==> src/rtl/burst_seq_pkg.sv <==
package burst_seq_pkg;
   typedef enum logic [1:0] {
      CYC_DESEL = 2'd0,
      CYC_BEGIN = 2'd1,
      CYC_CONT  = 2'd2,
      CYC_SUSP  = 2'd3
   } cyc_e;
endpackage

==> src/rtl/burst_seq_accept.sv <==
module burst_seq_accept (
   input  logic start_proc_n,
   input  logic start_ctrl_n,
   input  logic sel1_n,
   input  logic sel2,
   input  logic sel3_n,
   output logic take_proc,
   output logic take_ctrl,
   output logic selected
);
   always_comb begin
      selected  = !sel1_n && sel2 && !sel3_n;
      // sel1 high masks the processor strobe entirely
      take_proc = !start_proc_n && !sel1_n;
      // controller strobe counts only while processor strobe is idle
      take_ctrl = !start_ctrl_n && start_proc_n;
   end
endmodule

==> src/rtl/burst_seq_order.sv <==
module burst_seq_order #(
   parameter int CNT_W = 2
) (
   input  logic [CNT_W-1:0] base_lo,
   input  logic [CNT_W-1:0] beat,
   input  logic             order_ilv,
   output logic [CNT_W-1:0] cur_lo
);
   logic [CNT_W-1:0] ilv_lo;
   logic [CNT_W-1:0] lin_lo;

   for (genvar b = 0; b < CNT_W; b++) begin : g_ilv_bit
      assign ilv_lo[b] = base_lo[b] ^ beat[b];
   end

   assign lin_lo = base_lo + beat;
   assign cur_lo = order_ilv ? ilv_lo : lin_lo;
endmodule

==> src/rtl/burst_seq.sv <==
module burst_seq
   import burst_seq_pkg::*;
#(
   parameter int ADDR_W = 18,
   parameter int BEATS  = 4
) (
   input  logic              clk,
   input  logic              rst_n,
   input  logic [ADDR_W-1:0] addr_in,
   input  logic              start_proc_n,
   input  logic              start_ctrl_n,
   input  logic              adv_n,
   input  logic              sel1_n,
   input  logic              sel2,
   input  logic              sel3_n,
   input  logic              order_ilv,
   output logic [ADDR_W-1:0] mem_addr,
   output logic [1:0]        cyc_type,
   output logic              from_proc
);
   localparam int CNT_W = $clog2(BEATS);

   if (BEATS < 2 || (1 << CNT_W) != BEATS) begin : g_bad_beats
      $error("BEATS must be a power of two of at least 2");
   end
   if (ADDR_W <= CNT_W) begin : g_bad_width
      $error("ADDR_W must exceed the beat counter width");
   end

   logic              take_proc, take_ctrl, selected, take_any;
   logic [ADDR_W-1:0] base_q;
   logic [CNT_W-1:0]  beat_q;
   logic [CNT_W-1:0]  cur_lo;
   logic              active_q;
   cyc_e              cyc_q;

   burst_seq_accept u_accept (
      .start_proc_n (start_proc_n),
      .start_ctrl_n (start_ctrl_n),
      .sel1_n       (sel1_n),
      .sel2         (sel2),
      .sel3_n       (sel3_n),
      .take_proc    (take_proc),
      .take_ctrl    (take_ctrl),
      .selected     (selected)
   );

   assign take_any = take_proc || take_ctrl;

   always_ff @(posedge clk) begin
      if (!rst_n) begin
         base_q    <= '0;
         beat_q    <= '0;
         active_q  <= 1'b0;
         cyc_q     <= CYC_DESEL;
         from_proc <= 1'b0;
      end else if (take_any) begin
         if (selected) begin
            base_q    <= addr_in;
            beat_q    <= '0;
            active_q  <= 1'b1;
            cyc_q     <= CYC_BEGIN;
            from_proc <= take_proc;
         end else begin
            active_q <= 1'b0;
            cyc_q    <= CYC_DESEL;
         end
      end else if (active_q) begin
         if (!adv_n) begin
            beat_q <= beat_q + 1'b1;
            cyc_q  <= CYC_CONT;
         end else begin
            cyc_q  <= CYC_SUSP;
         end
      end else begin
         cyc_q <= CYC_DESEL;
      end
   end

   burst_seq_order #(.CNT_W(CNT_W)) u_order (
      .base_lo   (base_q[CNT_W-1:0]),
      .beat      (beat_q),
      .order_ilv (order_ilv),
      .cur_lo    (cur_lo)
   );

   assign mem_addr = {base_q[ADDR_W-1:CNT_W], cur_lo};
   assign cyc_type = cyc_q;


   begin_capture_chk: assert property (@(posedge clk) disable iff (!rst_n)
      (cyc_type == CYC_BEGIN) |-> (mem_addr == $past(addr_in)));


   unselected_start_chk: assert property (@(posedge clk) disable iff (!rst_n)
      (take_any && !selected) |=> (cyc_type == CYC_DESEL && $stable(mem_addr)));


   suspend_hold_chk: assert property (@(posedge clk) disable iff (!rst_n)
      (cyc_type == CYC_SUSP) |-> $stable(mem_addr));


   linear_step_chk: assert property (@(posedge clk) disable iff (!rst_n)
      (cyc_type == CYC_CONT && !order_ilv && $stable(order_ilv)) |->
      (mem_addr[CNT_W-1:0] == CNT_W'($past(mem_addr[CNT_W-1:0]) + 1'b1)));


   upper_stable_chk: assert property (@(posedge clk) disable iff (!rst_n)
      (cyc_type == CYC_CONT || cyc_type == CYC_SUSP) |->
      $stable(mem_addr[ADDR_W-1:CNT_W]));
endmodule

==> config.mk <==
export PLATFORM = sky130hd
export DESIGN_NAME = burst_seq
export DESIGN_NICKNAME = d
export VERILOG_FILES = /design/src/rtl/burst_seq_pkg.sv /design/src/rtl/burst_seq_accept.sv /design/src/rtl/burst_seq_order.sv /design/src/rtl/burst_seq.sv
export SDC_FILE = /design/constraint.sdc
export NUM_CORES = 1
export LEC_CHECK = 0
export BUFFER_PORTS_ARGS = -buffer_cell sky130_fd_sc_hd__buf_2
export CORE_MARGIN = 10
export CORE_UTILIZATION = 40
export DETAILED_ROUTE_END_ITERATION = 12
export HOLD_SLACK_MARGIN = 0.12
export PLACE_DENSITY = 0.73
export RECOVER_POWER = 25
export REMOVE_ABC_BUFFERS = 1
export SLEW_MARGIN = 30
export SYNTH_ARGS = -nofsm -noshare
export SYNTH_HDL_FRONTEND = slang
export SYNTH_HIERARCHICAL = 1
export SYNTH_SLANG_ARGS = --single-unit
==> constraint.sdc <==
create_clock -name clk -period 1.05 [get_ports clk]
set_input_delay 0.21 -clock clk [delete_from_list [all_inputs] [get_ports clk]]
set_output_delay 0.21 -clock clk [all_outputs]
set_load 0.02 [all_outputs]
==> results.md <==
* Post-Route Utilization at between 60% and 70%
* Post-DRT Antenna Nets at 0
* Critical Path End Type: output pin
* Global-route wire length before repair at ~4.2 mm
* Max Transition Viols Final at 0
* Final Cycle Share at 134%
* Reg2reg start: active_q$_SDFFE_PN0P_
* Cell area after synthesis at 1080 µm²
* Die Ht at a little over 70 µm
* R2R Setup Slk at ~0.11 ns
* RSZ-0062 raised after global routing: yes
* Sequential share of power at 51.7%
* Clk_lat worst skew at ~0.31 ns
* Vias per cell at around 4.7
* Cell Rows at 18
* Root buffer cell: clkbuf_4
* Total grt overflow at 0
* Tot GR Track Use at about a tenth
* I/O pins at 48
* Total Die Area at around 5200 µm²
* DRC viols at 0
* Initial Util at between 40% and 50%
* Core Area at roughly 2500 µm²
* Count of cell types in the netlist at 23
* Fmax at between 700 and 800 MHz
* Post-DP HPWL at between 1.5 and 2 mm
* Mean post-synth cell area at ~8.6 µm²
* Dpl cells at 187
* Antenna violations before repair at 0
* Hold crit path type: in2reg
* Fraction of layout cells with a size suffix above 1 at 48.5%
* Peak supply drop at 0.976 mV
* Reg-to-reg endpoint: beat_q[1]$_SDFFE_PN0P_
* Final setup margin at -0.358 ns
* Switching part of the total at 21.0%
* Deepest clock path buffer count at 2
* Drt total wl at 2.66 mm
* Power per cell area at 1180 nW/µm²
* Violated checks: setup timing
* Outcome: finished with violations
* Flops & latches, synth at 24
* Wire per inst at around 13 µm
* Worst EP arrival at around 1.2 ns
* Via Count at between 900 and 1000
* Post-layout minimum cycle time at roughly 1.4 ns
* Port Buffers at 47
* Post-Syn Instances at between 100 and 150
* Reg clk slew, reported paths at approximately 0.12 ns
* Nets at around 200
* Crit-path max FO at 2
* Combinational fraction of design power at 12.0%
* Fin Hold WS at between 0.1 and 0.15 ns
* Clk pwr share at between 30% and 40%
* H-tree depth at 1
* Slew headroom at 80.0%
* Worst slew pin tran at about 0.30 ns
* Final-report setup violation count at 2
* Pint at approximately 1.4 mW
* Critical path class: reg2out
* Post-Layout Cell Count at 199
* Pin count of the biggest net entering global routing at 16
* Req. time, crit path at between 0.8 and 0.9 ns
* Synthesis Warnings at 6
* Cells on worst reg2reg path at 3
* Final Hold Fails at 0
* Register area share after synthesis at 44.5%
* Total chip power at 1.82 mW
* Pleak at 0.654 nW
* Ant diodes at 0
* CP startpoint: base_q[0]$_SDFFE_PN0P_
* # clock sinks at 24
* Number of global-route vias before repair at 971
* Max_cap viols at 0
* Area growth from synthesis to layout at 43.0%
* Width of the die at between 70 and 80 µm
* NetSw at 0.382 mW
* TritonCTS clock tree: built
* First-pass iteration count of the detailed router at 4
* Initial DRC Count at 13
* Startpoint types: flop
* Routability Congestion at roughly 0.7
* CP endpoint: mem_addr[1]
* Area after DPL at approximately 1300 µm²
* Fin Clk Skew at around 0.017 ns
* Cell area after layout at about 1500 µm²
* Number of CTS-inserted buffers at 3
## state kept, by name, summed over array words and instances, names as in the netlist
signal / flops
active_q: 1
beat_q: 2
cyc_type: 2
base_q: 18
from_proc: 1
## power groups by stage
stage | combinational [mW] | sequential, mW | clock (mW)
final | 0.218 | 0.940 | 0.660
after CTS | 0.201 | 0.938 | 0.668
after floorplan | 0.0530 | 0.974 | 0
after global placement | 0.175 | 0.955 | 0
after detailed placement | 0.179 | 0.956 | 0
after global routing | 0.240 | 0.943 | 0.704
## worst max-delay path: stages, from the launching register on
cell	delay, ns
dfxtp_2	0.38
ha_4	0.13
nor2b_4	0.14
xnor2_2	0.11
buf_4	0.15
## per-stage QoR
step / setup slack (ns) / setup TNS, ns
finish: -0.358 / -0.540
global route: -0.424 / -1.13
CTS: -0.398 / -0.590
detailed placement: -0.214 / -3.78
global placement: -0.153 / -2.92
floorplan: -0.362 / -7.25
## per-layer routing
metal	vias to the layer above	GRT usage, %	wire [µm]
met5	-	0	0
met4	0	3.23	23
met3	4	6.67	299
met2	31	16.7	1270
met1	420	9.37	1060
li1	476	-	-
## logic make-up (layout without fill, tap and decap cells)
kind of cell	count (synthesis)	in the layout	synth area share, %
AND/OR/NAND/NOR	51	51	21.6
AO/OA/AOI/OAI	24	24	16.2
flip-flops	24	24	44.5
buffers and inverters	22	66	13.9
XOR/XNOR	2	2	1.62
adder cells (fa/ha/maj)	1	1	1.16
multiplexers	1	1	0.928
## layout by cell type (no fill, tap or decap), types with 2 or more instances in the layout
| cell | count |
|---|---|
| a21boi_0 | 7 |
| a21boi_1 | 12 |
| buf_2 | 27 |
| buf_4 | 19 |
| buf_6 | 7 |
| clkbuf_4 | 3 |
| dfxtp_1 | 7 |
| dfxtp_2 | 17 |
| dlygate4sd3_1 | 8 |
| nand2_1 | 40 |
| o21a_1 | 2 |
| xnor2_2 | 2 |
## final cells by class
cell class / count / area [µm²]
fillers: 200 / 980
flip-flops and latches: 24 / 502
well taps: 30 / 37.5
clock buffers: 3 / 22.5
clock inverters: 1 / 30.0
repair buffers: 62 / 457
multi-input cells: 79 / 494
## synthesized netlist by cell type
master | instances | area (µm²)
a21boi_0 | 7 | 52.6
a21boi_1 | 12 | 90.1
a21oi_1 | 1 | 5.00
and2_1 | 1 | 6.26
buf_2 | 3 | 15.0
buf_4 | 17 | 128
clkbuf_1 | 2 | 7.51
dfxtp_1 | 24 | 480
ha_1 | 1 | 12.5
mux2i_1 | 1 | 10.0
nand2_1 | 40 | 150
nand2b_1 | 1 | 6.26
nand3_1 | 1 | 5.00
nand3b_1 | 1 | 7.51
nor2_1 | 1 | 3.75
nor2b_1 | 3 | 18.8
nor3b_1 | 1 | 7.51
nor3b_2 | 1 | 12.5
nor4b_2 | 1 | 15.0
o21a_1 | 2 | 15.0
o21ai_1 | 1 | 5.00
o31ai_1 | 1 | 7.51
xnor2_1 | 2 | 17.5
## worst min path at each step
stage / cells past startpoint / slack [ns] / to / start
after floorplan: 1 / 0.33 / active_q$_SDFFE_PN0P_ / rst_n
after CTS: 3 / 0.12 / base_q[14]$_SDFFE_PN0P_ / addr_in[14]
after global placement: 2 / 0.44 / base_q[3]$_SDFFE_PN0P_ / base_q[3]$_SDFFE_PN0P_
final: 3 / 0.13 / base_q[16]$_SDFFE_PN0P_ / addr_in[16]
after global routing: 3 / 0.13 / base_q[0]$_SDFFE_PN0P_ / addr_in[0]
after detailed placement: 2 / 0.44 / base_q[8]$_SDFFE_PN0P_ / base_q[8]$_SDFFE_PN0P_
## timing repair
| item | in CTS | in global routing |
|---|---|---|
| endpoints found under the setup margin | 10 | 22 |
| hold buffers | 5 | 3 |
| endpoints found under the hold margin | 5 | 3 |
| resized for setup | 17 | 36 |
| pin swaps | 1 | 1 |
| buffers inserted | 0 | 0 |
Note: power is estimated with default switching activity, not from simulation.
